===== config.mk =====
export PLATFORM = sky130hd
export DESIGN_NAME = vdb_copy_engine
export DESIGN_NICKNAME = d
export VERILOG_FILES = /design/src/rtl/vdb_pkg.sv /design/src/rtl/vdb_bus_decode.sv /design/src/rtl/vdb_ctrl_regs.sv /design/src/rtl/vdb_copy_seq.sv /design/src/rtl/vdb_ram_mux.sv /design/src/rtl/vdb_copy_engine.sv
export SDC_FILE = /design/constraint.sdc
export NUM_CORES = 1
export LEC_CHECK = 0
export ABC_CLOCK_PERIOD_IN_PS = 2300
export BUFFER_PORTS_ARGS = -buffer_cell sky130_fd_sc_hd__buf_2
export CORE_AREA = 2 2 65 67
export CTS_CLUSTER_SIZE = 25
export DETAILED_ROUTE_END_ITERATION = 7
export DIE_AREA = 0 0 67 69
export GPL_ROUTABILITY_DRIVEN = 0
export HOLD_SLACK_MARGIN = 0.06
export PLACE_DENSITY = 0.78
export SKIP_CTS_REPAIR_TIMING = 1
export SLEW_MARGIN = 30
export SYNTH_ARGS = -nofsm -noshare
export SYNTH_HDL_FRONTEND = slang
export SYNTH_SLANG_ARGS = --single-unit

===== constraint.sdc =====
create_clock -name clk -period 2.3 [get_ports clk]
set_input_delay 0.23 -clock clk [delete_from_list [all_inputs] [get_ports clk]]
set_output_delay 0.23 -clock clk [all_outputs]
set_load 0.02 [all_outputs]

===== src/rtl/vdb_pkg.sv =====
package vdb_pkg;

   typedef enum logic [1:0] {
      SEL_NONE   = 2'd0,
      SEL_VRAM   = 2'd1,
      SEL_STATUS = 2'd2,
      SEL_CTRL   = 2'd3
   } bus_sel_e;

   typedef struct packed {
      bus_sel_e sel;
      logic     wr_act;
      logic     rd_act;
   } bus_dec_t;

endpackage


===== src/rtl/vdb_bus_decode.sv =====
module vdb_bus_decode
   import vdb_pkg::*;
#(
   parameter int AW        = 16,
   parameter int VAW       = 13,
   parameter int WIN_BASE  = 'h8000,
   parameter int WIN_BYTES = 4800
) (
   input  logic [AW-1:0]  bus_addr,
   input  logic           bus_mreq_n,
   input  logic           bus_wr_n,
   input  logic           bus_rd_n,
   output bus_dec_t       dec,
   output logic [VAW-1:0] vram_off
);
   localparam logic [AW-1:0] WIN_LO    = AW'(WIN_BASE);
   localparam logic [AW-1:0] WIN_HI    = AW'(WIN_BASE + WIN_BYTES);
   localparam logic [AW-1:0] STAT_ADDR = WIN_HI;
   localparam logic [AW-1:0] CTRL_ADDR = AW'(WIN_BASE + WIN_BYTES + 1);

   logic [AW-1:0] diff;

   if (WIN_BASE + WIN_BYTES + 1 >= (1 << AW)) begin : g_bad_win
      $error("register bytes fall outside the address space");
   end
   if (WIN_BYTES > (1 << VAW)) begin : g_bad_vaw
      $error("window larger than the VRAM address range");
   end

   always_comb begin
      diff         = bus_addr - WIN_LO;
      vram_off     = diff[VAW-1:0];
      dec.wr_act   = !bus_mreq_n && !bus_wr_n;
      dec.rd_act   = !bus_mreq_n && !bus_rd_n;
      if (bus_addr >= WIN_LO && bus_addr < WIN_HI) begin
         dec.sel = SEL_VRAM;
      end else if (bus_addr == STAT_ADDR) begin
         dec.sel = SEL_STATUS;
      end else if (bus_addr == CTRL_ADDR) begin
         dec.sel = SEL_CTRL;
      end else begin
         dec.sel = SEL_NONE;
      end
   end

endmodule


===== src/rtl/vdb_ctrl_regs.sv =====
module vdb_ctrl_regs #(
   parameter int DW          = 8,
   parameter int LW          = 10,
   parameter int VBLANK_LINE = 480,
   parameter int LEAD_LINES  = 4
) (
   input  logic          clk,
   input  logic          rst_n,
   input  logic          ctrl_wr,
   input  logic [DW-1:0] wdata,
   input  logic [LW-1:0] scanline,
   input  logic          copying,
   output logic          copy_en,
   output logic          busy
);
   logic early;

   if (LEAD_LINES > VBLANK_LINE) begin : g_bad_lead
      $error("lead window longer than the active area");
   end
   if (VBLANK_LINE >= (1 << LW)) begin : g_bad_lw
      $error("scanline width too small for the blanking line");
   end

   if (LEAD_LINES == 0) begin : g_no_lead
      assign early = 1'b0;
   end else begin : g_lead
      localparam logic [LW-1:0] LEAD_LO = LW'(VBLANK_LINE - LEAD_LINES);
      localparam logic [LW-1:0] LEAD_HI = LW'(VBLANK_LINE);
      assign early = (scanline >= LEAD_LO) && (scanline < LEAD_HI);
   end

   assign busy = early || copying;

   always_ff @(posedge clk or negedge rst_n) begin
      if (!rst_n) begin
         copy_en <= 1'b1;
      end else if (ctrl_wr) begin
         copy_en <= |wdata;
      end
   end

   AST_EN_FOLLOWS_WRITE: assert property (@(posedge clk) disable iff (!rst_n)
      ctrl_wr |=> (copy_en == ($past(wdata) != '0)));

   AST_BUSY_IN_COPY: assert property (@(posedge clk) disable iff (!rst_n)
      copying |-> busy);

endmodule


===== src/rtl/vdb_copy_seq.sv =====
module vdb_copy_seq #(
   parameter int VAW      = 13,
   parameter int COPY_LEN = 4800
) (
   input  logic           clk,
   input  logic           rst_n,
   input  logic           vblank,
   input  logic           copy_en,
   output logic           copying,
   output logic [VAW-1:0] cnt
);
   localparam logic [VAW-1:0] LAST = VAW'(COPY_LEN - 1);

   logic vblank_q;
   logic start;
   logic last;

   if (COPY_LEN < 2 || COPY_LEN > (1 << VAW)) begin : g_bad_len
      $error("copy length does not fit the counter");
   end

   assign last  = (cnt == LAST);
   assign start = vblank && !vblank_q && copy_en && !copying;

   always_ff @(posedge clk or negedge rst_n) begin
      if (!rst_n) begin
         vblank_q <= 1'b0;
         copying  <= 1'b0;
         cnt      <= '0;
      end else begin
         vblank_q <= vblank;
         if (copying) begin
            if (last) begin
               copying <= 1'b0;
               cnt     <= '0;
            end else begin
               cnt <= cnt + VAW'(1);
            end
         end else if (start) begin
            copying <= 1'b1;
            cnt     <= '0;
         end
      end
   end

   AST_COPY_HOLDS: assert property (@(posedge clk) disable iff (!rst_n)
      (copying && !last) |=> copying);

   AST_ADDR_STEP: assert property (@(posedge clk) disable iff (!rst_n)
      (copying && !last) |=> (cnt == $past(cnt) + VAW'(1)));

   AST_START_AT_ZERO: assert property (@(posedge clk) disable iff (!rst_n)
      $rose(copying) |-> (cnt == '0));

   AST_START_NEEDS_EN: assert property (@(posedge clk) disable iff (!rst_n)
      $rose(copying) |-> $past(copy_en));

endmodule


===== src/rtl/vdb_ram_mux.sv =====
module vdb_ram_mux #(
   parameter int DW  = 8,
   parameter int VAW = 13
) (
   input  logic           clk,
   input  logic           rst_n,
   input  logic           copying,
   input  logic [VAW-1:0] cnt,
   input  logic [VAW-1:0] cpu_off,
   input  logic           cpu_vram_wr,
   input  logic [DW-1:0]  cpu_wdata,
   input  logic [DW-1:0]  back_rdata,
   input  logic [VAW-1:0] disp_addr,
   output logic [VAW-1:0] back_addr,
   output logic [DW-1:0]  back_wdata,
   output logic           back_we,
   output logic [VAW-1:0] front_addr,
   output logic [DW-1:0]  front_wdata,
   output logic           front_we,
   output logic           front_rd_en
);
   always_comb begin
      back_addr   = copying ? cnt : cpu_off;
      back_wdata  = cpu_wdata;
      back_we     = cpu_vram_wr && !copying;
      front_addr  = copying ? cnt : disp_addr;
      front_wdata = back_rdata;
      front_we    = copying;
      front_rd_en = !copying;
   end

   AST_NO_CPU_WR_IN_COPY: assert property (@(posedge clk) disable iff (!rst_n)
      front_we |-> !back_we);

   AST_FRONT_EXCLUSIVE: assert property (@(posedge clk) disable iff (!rst_n)
      front_we |-> !front_rd_en);

   AST_SHARED_ADDR: assert property (@(posedge clk) disable iff (!rst_n)
      front_we |-> (front_addr == back_addr));

endmodule


===== src/rtl/vdb_copy_engine.sv =====
module vdb_copy_engine
   import vdb_pkg::*;
#(
   parameter int AW          = 16,
   parameter int DW          = 8,
   parameter int LW          = 10,
   parameter int WIN_BASE    = 'h8000,
   parameter int CELLS       = 2400,
   parameter int VBLANK_LINE = 480,
   parameter int LEAD_LINES  = 4,
   localparam int WIN_BYTES  = 2 * CELLS,
   localparam int VAW        = $clog2(WIN_BYTES)
) (
   input  logic           clk,
   input  logic           rst_n,
   input  logic [AW-1:0]  bus_addr,
   input  logic [DW-1:0]  bus_wdata,
   output logic [DW-1:0]  bus_rdata,
   input  logic           bus_mreq_n,
   input  logic           bus_wr_n,
   input  logic           bus_rd_n,
   input  logic           vblank,
   input  logic [LW-1:0]  scanline,
   input  logic [VAW-1:0] disp_addr,
   output logic           copy_in_progress,
   output logic [VAW-1:0] back_addr,
   output logic [DW-1:0]  back_wdata,
   output logic           back_we,
   input  logic [DW-1:0]  back_rdata,
   output logic [VAW-1:0] front_addr,
   output logic [DW-1:0]  front_wdata,
   output logic           front_we,
   output logic           front_rd_en
);
   bus_dec_t       dec;
   logic [VAW-1:0] cpu_off;
   logic           copy_en;
   logic           busy;
   logic           copying;
   logic [VAW-1:0] cnt;

   if (DW < 1) begin : g_bad_dw
      $error("data width must be positive");
   end

   vdb_bus_decode #(
      .AW(AW), .VAW(VAW), .WIN_BASE(WIN_BASE), .WIN_BYTES(WIN_BYTES)
   ) i_decode (
      .bus_addr(bus_addr), .bus_mreq_n(bus_mreq_n), .bus_wr_n(bus_wr_n),
      .bus_rd_n(bus_rd_n), .dec(dec), .vram_off(cpu_off)
   );

   vdb_ctrl_regs #(
      .DW(DW), .LW(LW), .VBLANK_LINE(VBLANK_LINE), .LEAD_LINES(LEAD_LINES)
   ) i_regs (
      .clk(clk), .rst_n(rst_n),
      .ctrl_wr(dec.wr_act && dec.sel == SEL_CTRL),
      .wdata(bus_wdata), .scanline(scanline), .copying(copying),
      .copy_en(copy_en), .busy(busy)
   );

   vdb_copy_seq #(
      .VAW(VAW), .COPY_LEN(WIN_BYTES)
   ) i_seq (
      .clk(clk), .rst_n(rst_n), .vblank(vblank), .copy_en(copy_en),
      .copying(copying), .cnt(cnt)
   );

   vdb_ram_mux #(
      .DW(DW), .VAW(VAW)
   ) i_mux (
      .clk(clk), .rst_n(rst_n), .copying(copying), .cnt(cnt),
      .cpu_off(cpu_off),
      .cpu_vram_wr(dec.wr_act && dec.sel == SEL_VRAM),
      .cpu_wdata(bus_wdata), .back_rdata(back_rdata), .disp_addr(disp_addr),
      .back_addr(back_addr), .back_wdata(back_wdata), .back_we(back_we),
      .front_addr(front_addr), .front_wdata(front_wdata), .front_we(front_we),
      .front_rd_en(front_rd_en)
   );

   assign copy_in_progress = copying;

   always_comb begin
      bus_rdata = '0;
      if (dec.rd_act) begin
         case (dec.sel)
            SEL_VRAM:   bus_rdata = copying ? '0 : back_rdata;
            SEL_STATUS: bus_rdata = {{(DW-1){1'b0}}, busy};
            SEL_CTRL:   bus_rdata = {{(DW-1){1'b0}}, copy_en};
            default:    bus_rdata = '0;
         endcase
      end
   end

   AST_IDLE_READS_ZERO: assert property (@(posedge clk) disable iff (!rst_n)
      (bus_mreq_n || bus_rd_n) |-> (bus_rdata == '0));

   AST_COPY_IGNORES_EN: assert property (@(posedge clk) disable iff (!rst_n)
      (copy_in_progress && !copy_en && front_addr != '0) |-> front_we);

endmodule


# Word level (Yosys, flattened, before mapping)
# Cells that the tools add are included.
[totals]
elab_cells = 48
regBits = 16
out_inout_bits = 54
[op_classes]
muxes = 14
n_eq_ne = 6
reduce_logical = 18
addsub = 2
magnitude_cmp = 4
[op_table]
columns = ["cell", "count"]
rows = [
  ["$mux W13", 5],
  ["$eq A16 B16 Y1 const B", 2],
  ["$pmux W8 S3", 1],
  ["$ge A16 B16 Y1 const B", 1],
  ["$lt A16 B16 Y1 const B", 1],
  ["$mux W8", 2],
  ["$add A13 B1 Y13 const B", 1],
  ["$eq A13 B13 Y1 const B", 1],
  ["$sub A13 B1 Y13 const B", 1],
  ["$ge A10 B9 Y1 const B", 1],
  ["$logic_and A1 B1 Y1", 10],
  ["$lt A10 B9 Y1 const B", 1],
  ["$reduce_or A8 Y1", 1],
  ["$mux W2", 3],
  ["$logic_not A1 Y1", 5],
  ["$eq A2 B2 Y1 const B", 2],
  ["$mux W1", 3],
  ["$eq A2 B1 Y1 const B", 1],
  ["$reduce_bool A2 Y1", 1],
  ["$logic_or A1 B1 Y1", 1],
]

# Depth between registers and ports, before layout
# Gate-level depths: netlist of run 1.
[logic_depth]
ltp_word = 7
mapped_depth = 6
ltp_nobuf = 5

# Cells and area by module
# A second synthesis of run 1 with hierarchy kept.
[unflattened]
hier_cells = 180
hier_area_um2 = 1773.0
[modules_own_cells]
columns = ["mod", "n_inst", "seq_area_each_um2", "cells_each", "area_per_inst_um2"]
rows = [
  ["vdb_copy_seq", 1, 375.4, 84, 838.3],
  ["vdb_ram_mux", 1, 0.0, 48, 544.3],
  ["vdb_bus_decode", 1, 0.0, 23, 203.9],
  ["vdb_copy_engine", 1, 0.0, 16, 107.6],
  ["vdb_ctrl_regs", 1, 26.3, 9, 78.8],
]

# Worst setup path before layout of run 1
# Ideal clock, no wire load.
[synth_path]
kind = "register -> output"
startpoint = "register i_seq.copying"
endpoint = "output bus_rdata[0]"
slack_ps = 504
required_ps = 2070
path_stages_with_launch = 7
n_path_buf = 2
arrival_time_ps = 1566
path_cell_list = "dfrtp_1 -> clkbuf_8 -> inv_1 -> clkbuf_1 -> o21ai_0 -> nand3_1 -> a21oi_1"
[synth_via]
elab_chain_cells = 3
word_cells_on_any_way = 4
classes_between = "mux (3); reduce/logical (1)"
[synth_rtl]
columns = ["item", "line_no", "rtl"]
rows = [
  ["start, declared", "vdb_copy_seq.sv:9", "output logic copying,"],
  ["start signal, assigned", "vdb_copy_seq.sv:28", "copying <= 1'b0;"],
  ["start signal, assigned", "vdb_copy_seq.sv:34", "copying <= 1'b0;"],
  ["start signal, assigned", "vdb_copy_seq.sv:40", "copying <= 1'b1;"],
  ["$mux W8 / $logic_or A1 B1 Y1 (equally long branches)", "vdb_copy_engine.sv:87, vdb_ctrl_regs.sv:33", ""],
  ["$pmux W8 S3 (*)", "vdb_copy_engine.sv:86", "case (dec.sel)"],
  ["$mux W8 (*)", "vdb_copy_engine.sv:85", "if (dec.rd_act) begin"],
  ["end, declared", "vdb_copy_engine.sv:18", "output logic [DW-1:0] bus_rdata,"],
]
# Mark *: on every way between the ends. The rest lies on a longest branch, timed or not.

# Worst setup path in the final report of run 1
# Same ends and word-level chain as after synthesis.

==> results_tabular.tex, run 1 <==
\begin{tabular}{lr}
\hline
Metric & Value \\
\hline
\multicolumn{2}{l}{\textbf{Run status}} \\
Result of the run & finished, final reports clean \\
\multicolumn{2}{l}{\textbf{STA}} \\
Setup-violating endpoint count in the final report & 0 \\
Worst clock skew & 0.002873 ns \\
RSZ-0062 raised after global routing & false \\
Peak Freq & 513.8 MHz \\
TNS Setup & 0 ns \\
Final worst hold slack & 0.1043 ns \\
Actual slew at the worst max-slew pin & 0.7436 ns \\
Worst relative slew slack & 0.4965 \\
Max Transition Viols Final & 0 \\
Final critical delay including setup and external delays & 1.946 ns \\
Share of the cycle needed by the critical path after routing & 0.8462 \\
Final hold violation count & 0 \\
\multicolumn{2}{l}{\textbf{Detailed routing}} \\
Detailed-route wire length per cell & 13.13 um \\
Post-detailed-routing wire length & 4543 um \\
Remaining antenna violation count after routing & 0 \\
Number of DRC markers after the initial detailed-route iteration & 80 \\
Average vias per placed instance & 5.124 \\
DR vias & 1773 \\
Number of design rule violations left after detail routing & 0 \\
Number of search-and-repair iterations in the first detailed-routing pass & 4 \\
\multicolumn{2}{l}{\textbf{Synthesis}} \\
Top FF cell, synth & dfrtp\_1 \\
Async SR Flop Fraction & 1.000 \\
Cells taking the most area after synthesis & dfrtp\_1, o21ai\_0, buf\_4 \\
Number of enable flip-flop cells after synthesis & 0 \\
Number of warnings issued by yosys & 0 \\
Post-synthesis area per instance & 7.470 um\^{}2 \\
Post-Synthesis Cells & 204 \\
Portion of the post-synthesis area used by sequential elements & 0.2635 \\
Number of distinct library cells after synthesis & 45 \\
Share of Yosys cell area claimed by the top area cell type & 0.2463 \\
Most frequent cell after synthesis & o21ai\_0 \\
Summed instance area of the synthesized netlist & 1524 um\^{}2 \\
Yosys top cell by area & dfrtp\_1 \\
Top cell types by occurrence after synthesis & o21ai\_0, inv\_1, nand2\_1 \\
Synth Net Count & 266 \\
Flip-flop and latch count after synthesis & 16 \\
\multicolumn{2}{l}{\textbf{Worst hold path}} \\
Hold endpoint & i\_seq.vblank\_q \\
Launch point of the worst hold path & vblank \\
Hold Crit Class & in -> reg \\
Worst hold path stage count & 1 \\
\multicolumn{2}{l}{\textbf{Layout}} \\
Nets@finish & 359 \\
Proportion of layout cells with a drive suffix above 1 & 0.4291 \\
Synthesis-to-finish area growth & 33.74\% \\
Final cell count without fillers & 346 \\
Number of diodes added for antenna fixing & 0 \\
Final std cell area, no fill & 2038 um\^{}2 \\
\multicolumn{2}{l}{\textbf{Place}} \\
Dpl hpwl & 3734 um \\
Port bufs & 112 \\
Placed cell count & 341 \\
Placement Cell Area & 1973 um\^{}2 \\
\multicolumn{2}{l}{\textbf{Power}} \\
Comb pwr share & 0.263 \\
Share of total power in the clock network & 0.333 \\
PwrDens & 365.5 nW/um\^{}2 \\
Maximum resistive drop on vdd & 0.1667 mV \\
Internal Dissipation & 523.7 uW \\
Sw power & 221.3 uW \\
Switching power share of the total & 0.2970 \\
Total power & 745.0 uW \\
Share of total power in sequential cells & 0.404 \\
Leakage power & 0.001066 uW \\
\multicolumn{2}{l}{\textbf{Clock tree}} \\
CTS clock-pin slew for the worst setup and hold paths & 0.06 ns \\
Number of H-tree levels & 1 \\
Root buffer selected by CTS & clkbuf\_8 \\
TritonCTS buffer count & 3 \\
Total clock sinks & 16 \\
CTS tree & done \\
Latest clock arrival within the worst-skew pair & 0.25 ns \\
Worst-case clock buffer depth & 2 \\
\multicolumn{2}{l}{\textbf{Worst setup path}} \\
CP Class & reg -> out \\
Crit path max fanout & 14 \\
Required time of the critical path & 2.07 ns \\
Critical Path Source Type & register \\
Reg-to-reg critical path startpoint & i\_seq.cnt[0] \\
Crit end category & primary output \\
Number of cell instances on the worst register-to-register path & 5 \\
End of the worst register-to-register path & i\_seq.cnt[12] \\
Endpoint arrival time on the critical path & 1.72 ns \\
Slack of the worst reg-to-reg path & 0.47 ns \\
\multicolumn{2}{l}{\textbf{GRT}} \\
First-pass GRT wire length & 7065 um \\
Number of global-route vias before repair & 1591 \\
Total grt overflow & 0 \\
Pin count of the biggest net entering global routing & 31 \\
GRT Resource Usage Total & 0.1905 \\
Initial antenna violation count & 0 \\
\multicolumn{2}{l}{\textbf{Die}} \\
Die Wd & 67 um \\
Initial Util & 0.3894 \\
Core Rows & 23 \\
Core Box Area & 3914 um\^{}2 \\
Vertical die dimension & 69 um \\
Number of I/O pins & 115 \\
Area of the die & 4623 um\^{}2 \\
\multicolumn{2}{l}{\textbf{Job}} \\
Maximum Capacitance Violations & 0 \\
\hline
\end{tabular}
[per-stage QoR]
stage	util	worst slack [ns]
after global placement	0.5042	0.4631
after floorplan	-	0.5038
after detailed placement	0.5042	0.3997
after global routing	0.5208	0.1390
after CTS	0.5182	0.3534
final	0.5208	0.3538
[layout make-up]
| cell class | count | area (um^2) |
|---|---|---|
| fill | 383 | 1876 |
| inverter | 30 | 112.6 |
| clock buffer | 4 | 55.05 |
| tap | 50 | 62.56 |
| sequential | 16 | 401.6 |
| timing repair buffer | 115 | 585.6 |
| multi-input combinational | 131 | 820.8 |
[worst max-delay path, cell delays in order, from the launching register on]
cell	delay, ns
dfrtp_1	0.52
inv_1	0.29
o21ai_0	0.20
nand3_1	0.12
a21oi_1	0.17
buf_2	0.18
[cells in the final DEF, fill, tap and decap left out, drive strengths merged, types with 4 or more instances in the layout]
cell    netlist  routed
buf          21     114
o21ai        35      35
inv          30      30
nand2        22      22
dfrtp        15      15
and2          9       9
nand3         6       6
nor4          5       5
nand4         4       4
nor2          4       4
a31oi         4       4
clkbuf        6       4
[logic make-up (layout without fill, tap and decap cells)]
logic type	after synthesis	in the layout	share of synthesized area
mux	2	2	0.01478
fa+ha+maj	1	1	0.008209
compound gates	58	58	0.2356
buf+inv	57	149	0.1979
flops	16	16	0.2635
simple gates	67	67	0.2627
xor+xnor	3	3	0.01724
[power groups by stage]
stage	Clock, uW	Sequential, uW	Combinational, uW
after CTS	258	301	197
after global routing	271	302	215
after detailed placement	0	306	196
after floorplan	0	302	114
final	248	301	196
after global placement	0	305	192
[state kept, by name, indices dropped and copies added, names as in the netlist]
| name | cells |
|---|---|
| i_regs.copy_en | 1 |
| i_seq.cnt | 13 |
| i_seq.copying | 1 |
| i_seq.vblank_q | 1 |
[worst max-delay path by stage]
stage                       start      endpoint  slack, ns  cells after the start
floorplan           i_seq.copying  bus_rdata[0]       0.50                      6
global placement     bus_addr[13]  bus_rdata[6]       0.46                      6
detailed placement   bus_addr[13]  bus_rdata[1]       0.40                      6
CTS                 i_seq.copying  bus_rdata[0]       0.35                      5
global route        i_seq.copying  bus_rdata[0]       0.14                      5
finish              i_seq.copying  bus_rdata[0]       0.35                      5
[metal layers]
metal / track usage / routed length, um
met1: 0.2184 / 1901
met4: 0.04308 / 13
met3: 0.03100 / 344
met5: 0 / 0
met2: 0.3564 / 2284
No activity file was read; power rests on OpenSTA's default activity.
==> run 2, diff against run 1 <==
--- a/config.mk
+++ b/config.mk
@@ -5,15 +5,15 @@
 export SDC_FILE = /design/constraint.sdc
 export NUM_CORES = 1
 export LEC_CHECK = 0
-export ABC_CLOCK_PERIOD_IN_PS = 2300
+export ABC_CLOCK_PERIOD_IN_PS = 1650
 export BUFFER_PORTS_ARGS = -buffer_cell sky130_fd_sc_hd__buf_2
-export CORE_AREA = 2 2 65 67
+export CORE_AREA = 2 2 68 70
 export CTS_CLUSTER_SIZE = 25
 export DETAILED_ROUTE_END_ITERATION = 7
-export DIE_AREA = 0 0 67 69
+export DIE_AREA = 0 0 70 72
 export GPL_ROUTABILITY_DRIVEN = 0
 export HOLD_SLACK_MARGIN = 0.06
-export PLACE_DENSITY = 0.78
+export PLACE_DENSITY = 0.75
 export SKIP_CTS_REPAIR_TIMING = 1
 export SLEW_MARGIN = 30
 export SYNTH_ARGS = -nofsm -noshare
==> constraint.sdc (replaced) <==
create_clock -name clk -period 1.65 [get_ports clk]
set_input_delay 0.165 -clock clk [delete_from_list [all_inputs] [get_ports clk]]
set_output_delay 0.165 -clock clk [all_outputs]
set_load 0.02 [all_outputs]
==> run 2 against run 1 <==
  * Die area up 9.0%
  * Flip-flop and latch count is the same
  * Sequential share of layout area is 1.4 points lower
  * Sequential power increased by 38%
  * Largest power group unchanged
  * Clock skew shrank 0.0011 ns
  * Via count rose by 5.6%
  * Clock power is 44% higher
  * Power grew 44%
  * Cell count increased by 4.3%
  * Utilization fell by 0.46 points
==> results_tabular.tex, run 2 (same netlist as run 1, synthesis figures left out) <==
\begin{tabular}{lr}
\hline
Metric & Value \\
\hline
\multicolumn{2}{l}{\textbf{Worst hold path}} \\
Worst hold path stage count & 4 (was 1) \\
Hold endpoint & i\_regs.copy\_en (was i\_seq.vblank\_q) \\
Hold Crit Class & in -> reg (unchanged) \\
Launch point of the worst hold path & bus\_wdata[6] (was vblank) \\
\multicolumn{2}{l}{\textbf{Place}} \\
Dpl hpwl & 4072 um (was 3734 um) \\
Placement Cell Area & 2072 um\^{}2 (was 1973 um\^{}2) \\
Port bufs & 112 (unchanged) \\
\multicolumn{2}{l}{\textbf{Die}} \\
Number of I/O pins & 115 (unchanged) \\
Core Box Area & 4264 um\^{}2 (was 3914 um\^{}2) \\
Initial Util & 0.3574 (was 0.3894) \\
Area of the die & 5040 um\^{}2 (was 4623 um\^{}2) \\
Core Rows & 24 (was 23) \\
Die Wd & 70 um (was 67 um) \\
Vertical die dimension & 72 um (was 69 um) \\
\multicolumn{2}{l}{\textbf{STA}} \\
Final hold violation count & 0 (unchanged) \\
Max Transition Viols Final & 0 (unchanged) \\
Worst clock skew & 0.001785 ns (was 0.002873 ns) \\
Worst relative slew slack & 0.7281 (was 0.4965) \\
Final critical delay including setup and external delays & 1.589 ns \\
Setup-violating endpoint count in the final report & 0 (unchanged) \\
RSZ-0062 raised after global routing & true (was false) \\
Actual slew at the worst max-slew pin & 0.4072 ns (was 0.7436 ns) \\
Peak Freq & 629.4 MHz \\
Share of the cycle needed by the critical path after routing & 0.9630 \\
\multicolumn{2}{l}{\textbf{Detailed routing}} \\
Post-detailed-routing wire length & 5002 um (was 4543 um) \\
Average vias per placed instance & 5.186 (was 5.124) \\
Number of design rule violations left after detail routing & 0 (unchanged) \\
Number of search-and-repair iterations in the first detailed-routing pass & 4 (unchanged) \\
Number of DRC markers after the initial detailed-route iteration & 92 (was 80) \\
Detailed-route wire length per cell & 13.86 um (was 13.13 um) \\
DR vias & 1872 (was 1773) \\
Remaining antenna violation count after routing & 0 (unchanged) \\
\multicolumn{2}{l}{\textbf{Power}} \\
Maximum resistive drop on vdd & 0.2268 mV (was 0.1667 mV) \\
Sw power & 328.4 uW (was 221.3 uW) \\
Comb pwr share & 0.280 (was 0.263) \\
Share of total power in sequential cells & 0.387 (was 0.404) \\
PwrDens & 487.0 nW/um\^{}2 (was 365.5 nW/um\^{}2) \\
Share of total power in the clock network & 0.333 (about the same) \\
Leakage power & 0.001134 uW (was 0.001066 uW) \\
Switching power share of the total & 0.3064 (was 0.2970) \\
Total power & 1072 uW (was 745.0 uW) \\
Internal Dissipation & 743.3 uW (was 523.7 uW) \\
\multicolumn{2}{l}{\textbf{Worst setup path}} \\
Reg-to-reg critical path startpoint & i\_seq.cnt[0] (unchanged) \\
Number of cell instances on the worst register-to-register path & 5 (unchanged) \\
CP Class & reg -> out (unchanged) \\
Launch point of the critical path & i\_seq.copying (unchanged) \\
Critical Path Source Type & register (unchanged) \\
Required time of the critical path & 1.48 ns (was 2.07 ns) \\
Crit path max fanout & 7 (was 14) \\
End of the worst register-to-register path & i\_seq.cnt[9] (was i\_seq.cnt[12]) \\
Slack of the worst reg-to-reg path & 0.09 ns (was 0.47 ns) \\
Crit end category & primary output (unchanged) \\
Endpoint arrival time on the critical path & 1.42 ns (was 1.72 ns) \\
\multicolumn{2}{l}{\textbf{Job}} \\
Maximum Capacitance Violations & 0 (unchanged) \\
\multicolumn{2}{l}{\textbf{Run status}} \\
Result of the run & finished, final reports clean (unchanged) \\
\multicolumn{2}{l}{\textbf{Layout}} \\
Synthesis-to-finish area growth & 44.42\% (was 33.74\%) \\
Number of diodes added for antenna fixing & 0 (unchanged) \\
Nets@finish & 372 (was 359) \\
Max reg flops & 13 (unchanged) \\
Register with the most flip-flops & i\_seq.cnt (unchanged) \\
Commonest non-fill, non-tap cells in the layout & buf\_2, o21ai\_0, inv\_1 (unchanged) \\
Most common cell after layout, fill and taps aside & buf\_2 (unchanged) \\
Final std cell area, no fill & 2201 um\^{}2 (was 2038 um\^{}2) \\
Proportion of layout cells with a drive suffix above 1 & 0.4757 (was 0.4291) \\
\multicolumn{2}{l}{\textbf{GRT}} \\
GRT Resource Usage Total & 0.1897 (was 0.1905) \\
First-pass GRT wire length & 7714 um (was 7065 um) \\
Initial antenna violation count & 0 (unchanged) \\
Total grt overflow & 0 (unchanged) \\
Number of global-route vias before repair & 1656 (was 1591) \\
Pin count of the biggest net entering global routing & 28 (was 31) \\
\multicolumn{2}{l}{\textbf{Clock tree}} \\
CTS tree & done (unchanged) \\
Root buffer selected by CTS & clkbuf\_8 (unchanged) \\
CTS clock-pin slew for the worst setup and hold paths & 0.07 ns (was 0.06 ns) \\
Total clock sinks & 16 (unchanged) \\
Latest clock arrival within the worst-skew pair & 0.25 ns (about the same) \\
Worst-case clock buffer depth & 2 (unchanged) \\
Number of H-tree levels & 1 (unchanged) \\
TritonCTS buffer count & 3 (unchanged) \\
\hline
\end{tabular}
[run 2: cell count changes in the layout (fill, tap and decap cells not counted), sizes merged]
cell         change
buf             +12
dlygate4sd3      +1
[run 2: power by group through the flow]
stage / Sequential, uW / Clock [uW] / Combinational [uW]
global route: 416 / 382 / 325
finish: 415 / 356 / 300
detailed placement: 422 / 0 / 289
CTS: 415 / 359 / 290
global placement: 421 / 0 / 285
floorplan: 421 / 0 / 159
[run 2: routing by layer]
layer | vias to the layer above | part of all wire | track usage
met1 | 851 | 0.39 | 0.2220
met3 | 6 | 0.089 | 0.04028
li1 | 913 | - | -
met4 | 0 | 0.015 | 0.06197
met2 | 102 | 0.51 | 0.3471
met5 | - | 0 | 0
[run 2: stage by stage]
step / hold slack, ns / setup TNS, ns / setup WS, ns / util / instances
after floorplan: -0.1306 / 0 / 0.01982 / - / 204
after global placement: 0.09102 / 0 / 0.06099 / 0.4859 / 355
after detailed placement: 0.1043 / 0 / 0.02813 / 0.4859 / 355
after CTS: -0.1664 / 0 / 0.01658 / 0.4988 / 359
after global routing: 0.2765 / -0.01812 / -0.01812 / 0.5161 / 361
final: 0.2397 / 0 / 0.06107 / 0.5161 / 361
[run 2: worst max-delay path, cell delays in order, from the launching register on]
cell	delay (ns)
dfrtp_2	0.44
nor4_2	0.26
buf_4	0.18
and2_1	0.12
buf_2	0.15
[run 2: layout make-up]
class                   instances  area, um^2
inverters                      30       112.6
repair buffers                128       688.2
fillers                       417        2063
clock buffers                   4       55.05
multi-input cells             131       877.1
flip-flops and latches         16       402.9
well taps                      52       65.06
[run 2: how the worst max path moves through the flow]
stage	endpoint	slack (ns)	depth (start not counted)
after detailed placement	i_seq.cnt[9]	0.03	5
final	bus_rdata[1]	0.06	4
after floorplan	i_seq.cnt[9]	0.02	6
after global placement	i_seq.cnt[9]	0.06	5
after global routing	bus_rdata[0]	-0.02	7
after CTS	bus_rdata[1]	0.02	4
==> run 3, diff against run 2 <==
--- a/config.mk
+++ b/config.mk
@@ -5,15 +5,16 @@
 export SDC_FILE = /design/constraint.sdc
 export NUM_CORES = 1
 export LEC_CHECK = 0
+export ABC_AREA = 1
 export ABC_CLOCK_PERIOD_IN_PS = 1650
 export BUFFER_PORTS_ARGS = -buffer_cell sky130_fd_sc_hd__buf_2
-export CORE_AREA = 2 2 68 70
+export CORE_AREA = 2 2 69 71
 export CTS_CLUSTER_SIZE = 25
 export DETAILED_ROUTE_END_ITERATION = 7
-export DIE_AREA = 0 0 70 72
+export DIE_AREA = 0 0 71 73
 export GPL_ROUTABILITY_DRIVEN = 0
 export HOLD_SLACK_MARGIN = 0.06
-export PLACE_DENSITY = 0.75
+export PLACE_DENSITY = 0.76
 export SKIP_CTS_REPAIR_TIMING = 1
 export SLEW_MARGIN = 30
 export SYNTH_ARGS = -nofsm -noshare
==> run 3 against run 2 <==
  * Synthesized area grew 5.6%
  * Setup slack gained 0.035 ns
  * Combinational power fell by 46%
  * Clock skew up 0.0065 ns
  * Highest routed layer unchanged
==> results_tabular.tex, run 3 <==
\begin{tabular}{lr}
\hline
Metric & Value \\
\hline
\multicolumn{2}{l}{\textbf{Worst setup path}} \\
Crit path max fanout & 7 (unchanged) \\
Endpoint arrival time on the critical path & 1.39 ns (was 1.42 ns) \\
CP Class & reg -> out (unchanged) \\
Number of cell instances on the worst register-to-register path & 6 (was 5) \\
Critical Path Source Type & register (unchanged) \\
Crit end category & primary output (unchanged) \\
Required time of the critical path & 1.48 ns (about the same) \\
\multicolumn{2}{l}{\textbf{Clock tree}} \\
Worst-case clock buffer depth & 2 (unchanged) \\
CTS clock-pin slew for the worst setup and hold paths & 0.06 ns (was 0.07 ns) \\
Total clock sinks & 16 (unchanged) \\
CTS tree & done (unchanged) \\
TritonCTS buffer count & 3 (unchanged) \\
Root buffer selected by CTS & clkbuf\_8 (unchanged) \\
Number of H-tree levels & 1 (unchanged) \\
Latest clock arrival within the worst-skew pair & 0.26 ns (was 0.25 ns) \\
\multicolumn{2}{l}{\textbf{Layout}} \\
Proportion of layout cells with a drive suffix above 1 & 0.3933 (was 0.4757) \\
Number of diodes added for antenna fixing & 0 (unchanged) \\
Max reg flops & 13 (unchanged) \\
Commonest non-fill, non-tap cells in the layout & buf\_2, nand2\_1, inv\_1 (was buf\_2, o21ai\_0, inv\_1) \\
Synthesis-to-finish area growth & 35.07\% (was 44.42\%) \\
Fillcell total & 465 (was 417) \\
Nets@finish & 419 (was 372) \\
Most common cell after layout, fill and taps aside & buf\_2 (unchanged) \\
Register with the most flip-flops & i\_seq.cnt (unchanged) \\
Post-route core utilization & 0.4792 (was 0.5161) \\
Final cell count without fillers & 410 (was 361) \\
Final std cell area, no fill & 2173 um\^{}2 (was 2201 um\^{}2) \\
\multicolumn{2}{l}{\textbf{STA}} \\
Actual slew at the worst max-slew pin & 0.3557 ns (was 0.4072 ns) \\
Peak Freq & 643.7 MHz (was 629.4 MHz) \\
Setup-violating endpoint count in the final report & 0 (unchanged) \\
RSZ-0062 raised after global routing & true (unchanged) \\
Worst clock skew & 0.008265 ns (was 0.001785 ns) \\
Final hold violation count & 0 (unchanged) \\
Max Transition Viols Final & 0 (unchanged) \\
Smallest setup slack after layout & 0.09642 ns (was 0.06107 ns) \\
Worst relative slew slack & 0.7629 (was 0.7281) \\
Share of the cycle needed by the critical path after routing & 0.9416 (was 0.9630) \\
Final critical delay including setup and external delays & 1.554 ns (was 1.589 ns) \\
\multicolumn{2}{l}{\textbf{Synthesis}} \\
Cells taking the most area after synthesis & nand2\_1, dfrtp\_1, buf\_4 (was dfrtp\_1, o21ai\_0, buf\_4) \\
Share of Yosys cell area claimed by the top area cell type & 0.2519 (was 0.2463) \\
Async SR Flop Fraction & 1.000 (unchanged) \\
Portion of the post-synthesis area used by sequential elements & 0.2496 (was 0.2635) \\
Flip-flop and latch count after synthesis & 16 (unchanged) \\
Summed instance area of the synthesized netlist & 1609 um\^{}2 (was 1524 um\^{}2) \\
Number of distinct library cells after synthesis & 32 (was 45) \\
Number of enable flip-flop cells after synthesis & 0 (unchanged) \\
Top cell types by occurrence after synthesis & nand2\_1, inv\_1, buf\_4 (was o21ai\_0, inv\_1, nand2\_1) \\
Number of warnings issued by yosys & 0 (unchanged) \\
Top FF cell, synth & dfrtp\_1 (unchanged) \\
Synth Net Count & 321 (was 266) \\
Yosys top cell by area & nand2\_1 (was dfrtp\_1) \\
Post-synthesis area per instance & 6.213 um\^{}2 (was 7.470 um\^{}2) \\
Most frequent cell after synthesis & nand2\_1 (was o21ai\_0) \\
Post-Synthesis Cells & 259 (was 204) \\
\multicolumn{2}{l}{\textbf{GRT}} \\
First-pass GRT wire length & 6913 um (was 7714 um) \\
GRT Resource Usage Total & 0.1642 (was 0.1897) \\
Initial antenna violation count & 0 (unchanged) \\
Pin count of the biggest net entering global routing & 25 (was 28) \\
Number of global-route vias before repair & 1664 (was 1656) \\
Total grt overflow & 0 (unchanged) \\
\multicolumn{2}{l}{\textbf{Die}} \\
Initial Util & 0.3548 (was 0.3574) \\
Vertical die dimension & 73 um (was 72 um) \\
Core Rows & 25 (was 24) \\
Die Wd & 71 um (was 70 um) \\
Area of the die & 5183 um\^{}2 (was 5040 um\^{}2) \\
Core Box Area & 4536 um\^{}2 (was 4264 um\^{}2) \\
Number of I/O pins & 115 (unchanged) \\
\multicolumn{2}{l}{\textbf{Power}} \\
Switching power share of the total & 0.2591 (was 0.3064) \\
Maximum resistive drop on vdd & 0.1629 mV (was 0.2268 mV) \\
Leakage power & 0.001257 uW (was 0.001134 uW) \\
Internal Dissipation & 642.4 uW (was 743.3 uW) \\
Sw power & 224.6 uW (was 328.4 uW) \\
Comb pwr share & 0.187 (was 0.280) \\
PwrDens & 398.9 nW/um\^{}2 (was 487.0 nW/um\^{}2) \\
Share of total power in sequential cells & 0.454 (was 0.387) \\
Share of total power in the clock network & 0.359 (was 0.333) \\
\multicolumn{2}{l}{\textbf{Detailed routing}} \\
DR vias & 1924 (was 1872) \\
Detailed-route wire length per cell & 10.88 um (was 13.86 um) \\
Remaining antenna violation count after routing & 0 (unchanged) \\
Number of design rule violations left after detail routing & 0 (unchanged) \\
Post-detailed-routing wire length & 4459 um (was 5002 um) \\
Number of search-and-repair iterations in the first detailed-routing pass & 4 (unchanged) \\
Highest metal used & met4 (unchanged) \\
Post-route met1 wirelength & 1781 um (was 1927 um) \\
Met3 wirelength from detailed routing & 369 um (was 445 um) \\
Number of DRC markers after the initial detailed-route iteration & 76 (was 92) \\
Detailed route wirelength on metal2 & 2224 um (was 2555 um) \\
Average vias per placed instance & 4.693 (was 5.186) \\
\multicolumn{2}{l}{\textbf{Worst hold path}} \\
Hold Crit Class & in -> reg (unchanged) \\
Worst hold path stage count & 5 (was 4) \\
\multicolumn{2}{l}{\textbf{Place}} \\
Port bufs & 112 (unchanged) \\
Setup slack at placement & 0.1959 ns (was 0.02813 ns) \\
Placement Cell Area & 2097 um\^{}2 (was 2072 um\^{}2) \\
Placed cell count & 404 (was 355) \\
Dpl hpwl & 3681 um (was 4072 um) \\
\multicolumn{2}{l}{\textbf{Run status}} \\
Result of the run & finished, final reports clean (unchanged) \\
\multicolumn{2}{l}{\textbf{Job}} \\
Maximum Capacitance Violations & 0 (unchanged) \\
\hline
\end{tabular}
## run 3: changes by cell type after synthesis, sizes merged, moves of 5 or more
cell    delta
nor3b      +6
inv        -6
nand3     +13
o21ai     -24
nor3       +5
nand2     +88
and2       -9
nor2      +16
clkbuf     -6
## run 3: per-stage QoR
step | TNS, ns | total power [uW] | hold slack [ns]
after floorplan | -0.4113 | 483.2 | -0.1306
after global placement | 0 | 557.9 | 0.09371
after detailed placement | 0 | 560.0 | 0.09803
after CTS | -0.006291 | 873.7 | -0.1825
after global routing | -0.01205 | 905.9 | 0.2728
final | 0 | 867.0 | 0.2289
## run 3: final timing paths
path	from	to	slack, ns
setup / recovery	i_seq.copying	bus_rdata[1]	0.1
hold / removal	bus_wdata[6]	i_regs.copy_en	0.23
setup reg to reg	i_seq.cnt[1]	i_seq.cnt[3]	0.22
hold reg to reg	i_regs.copy_en	i_regs.copy_en	0.50
max in group asynchronous	rst_n	i_regs.copy_en	1.00
min in group asynchronous	rst_n	i_seq.cnt[5]	0.34
## run 3: cells by family after synthesis
logic type                 after synthesis  share of synthesized area
DFF                                     16                     0.2496
AOI/OAI and AO/OA                       16                    0.07621
xor gates and xnor gates                 5                    0.02722
adders and majority gates                1                   0.007775
buffers and inverters                   49                     0.1594
and+or+nand+nor                        172                     0.4798
## run 3: power by group through the flow
stage / clock network (uW) / logic (uW) / registers [uW]
2_1_floorplan: 0 / 82.2 / 401
3_3_place_gp: 0 / 157 / 401
3_5_place_dp: 0 / 159 / 401
4_1_cts: 320 / 160 / 394
5_1_grt: 333 / 180 / 394
6_report: 311 / 162 / 394
## run 3: layout make-up
| cell class | instances | area, um^2 | area share |
|---|---|---|---|
| clock buffers | 4 | 45.04 | 0.02073 |
| inverters | 25 | 93.84 | 0.04318 |
| multi-input cells | 194 | 958.4 | 0.4410 |
| flip-flops and latches | 16 | 401.6 | 0.1848 |
| well taps | 54 | 67.56 | 0.03109 |
| repair buffers | 117 | 606.8 | 0.2792 |
## run 3: critical path: stages (launching register included)
cell and delay [ns]:
dfrtp_1 0.41, inv_2 0.14, nand2_2 0.13, nor3b_1 0.24
buf_2 0.21
## run 3: per-layer routing
layer / global-route usage / vias to the layer above
met3: 0.03867 / 9
met5: 0 / -
met2: 0.3022 / 78
met4: 0.06709 / 0
li1: - / 1002
met1: 0.1818 / 835
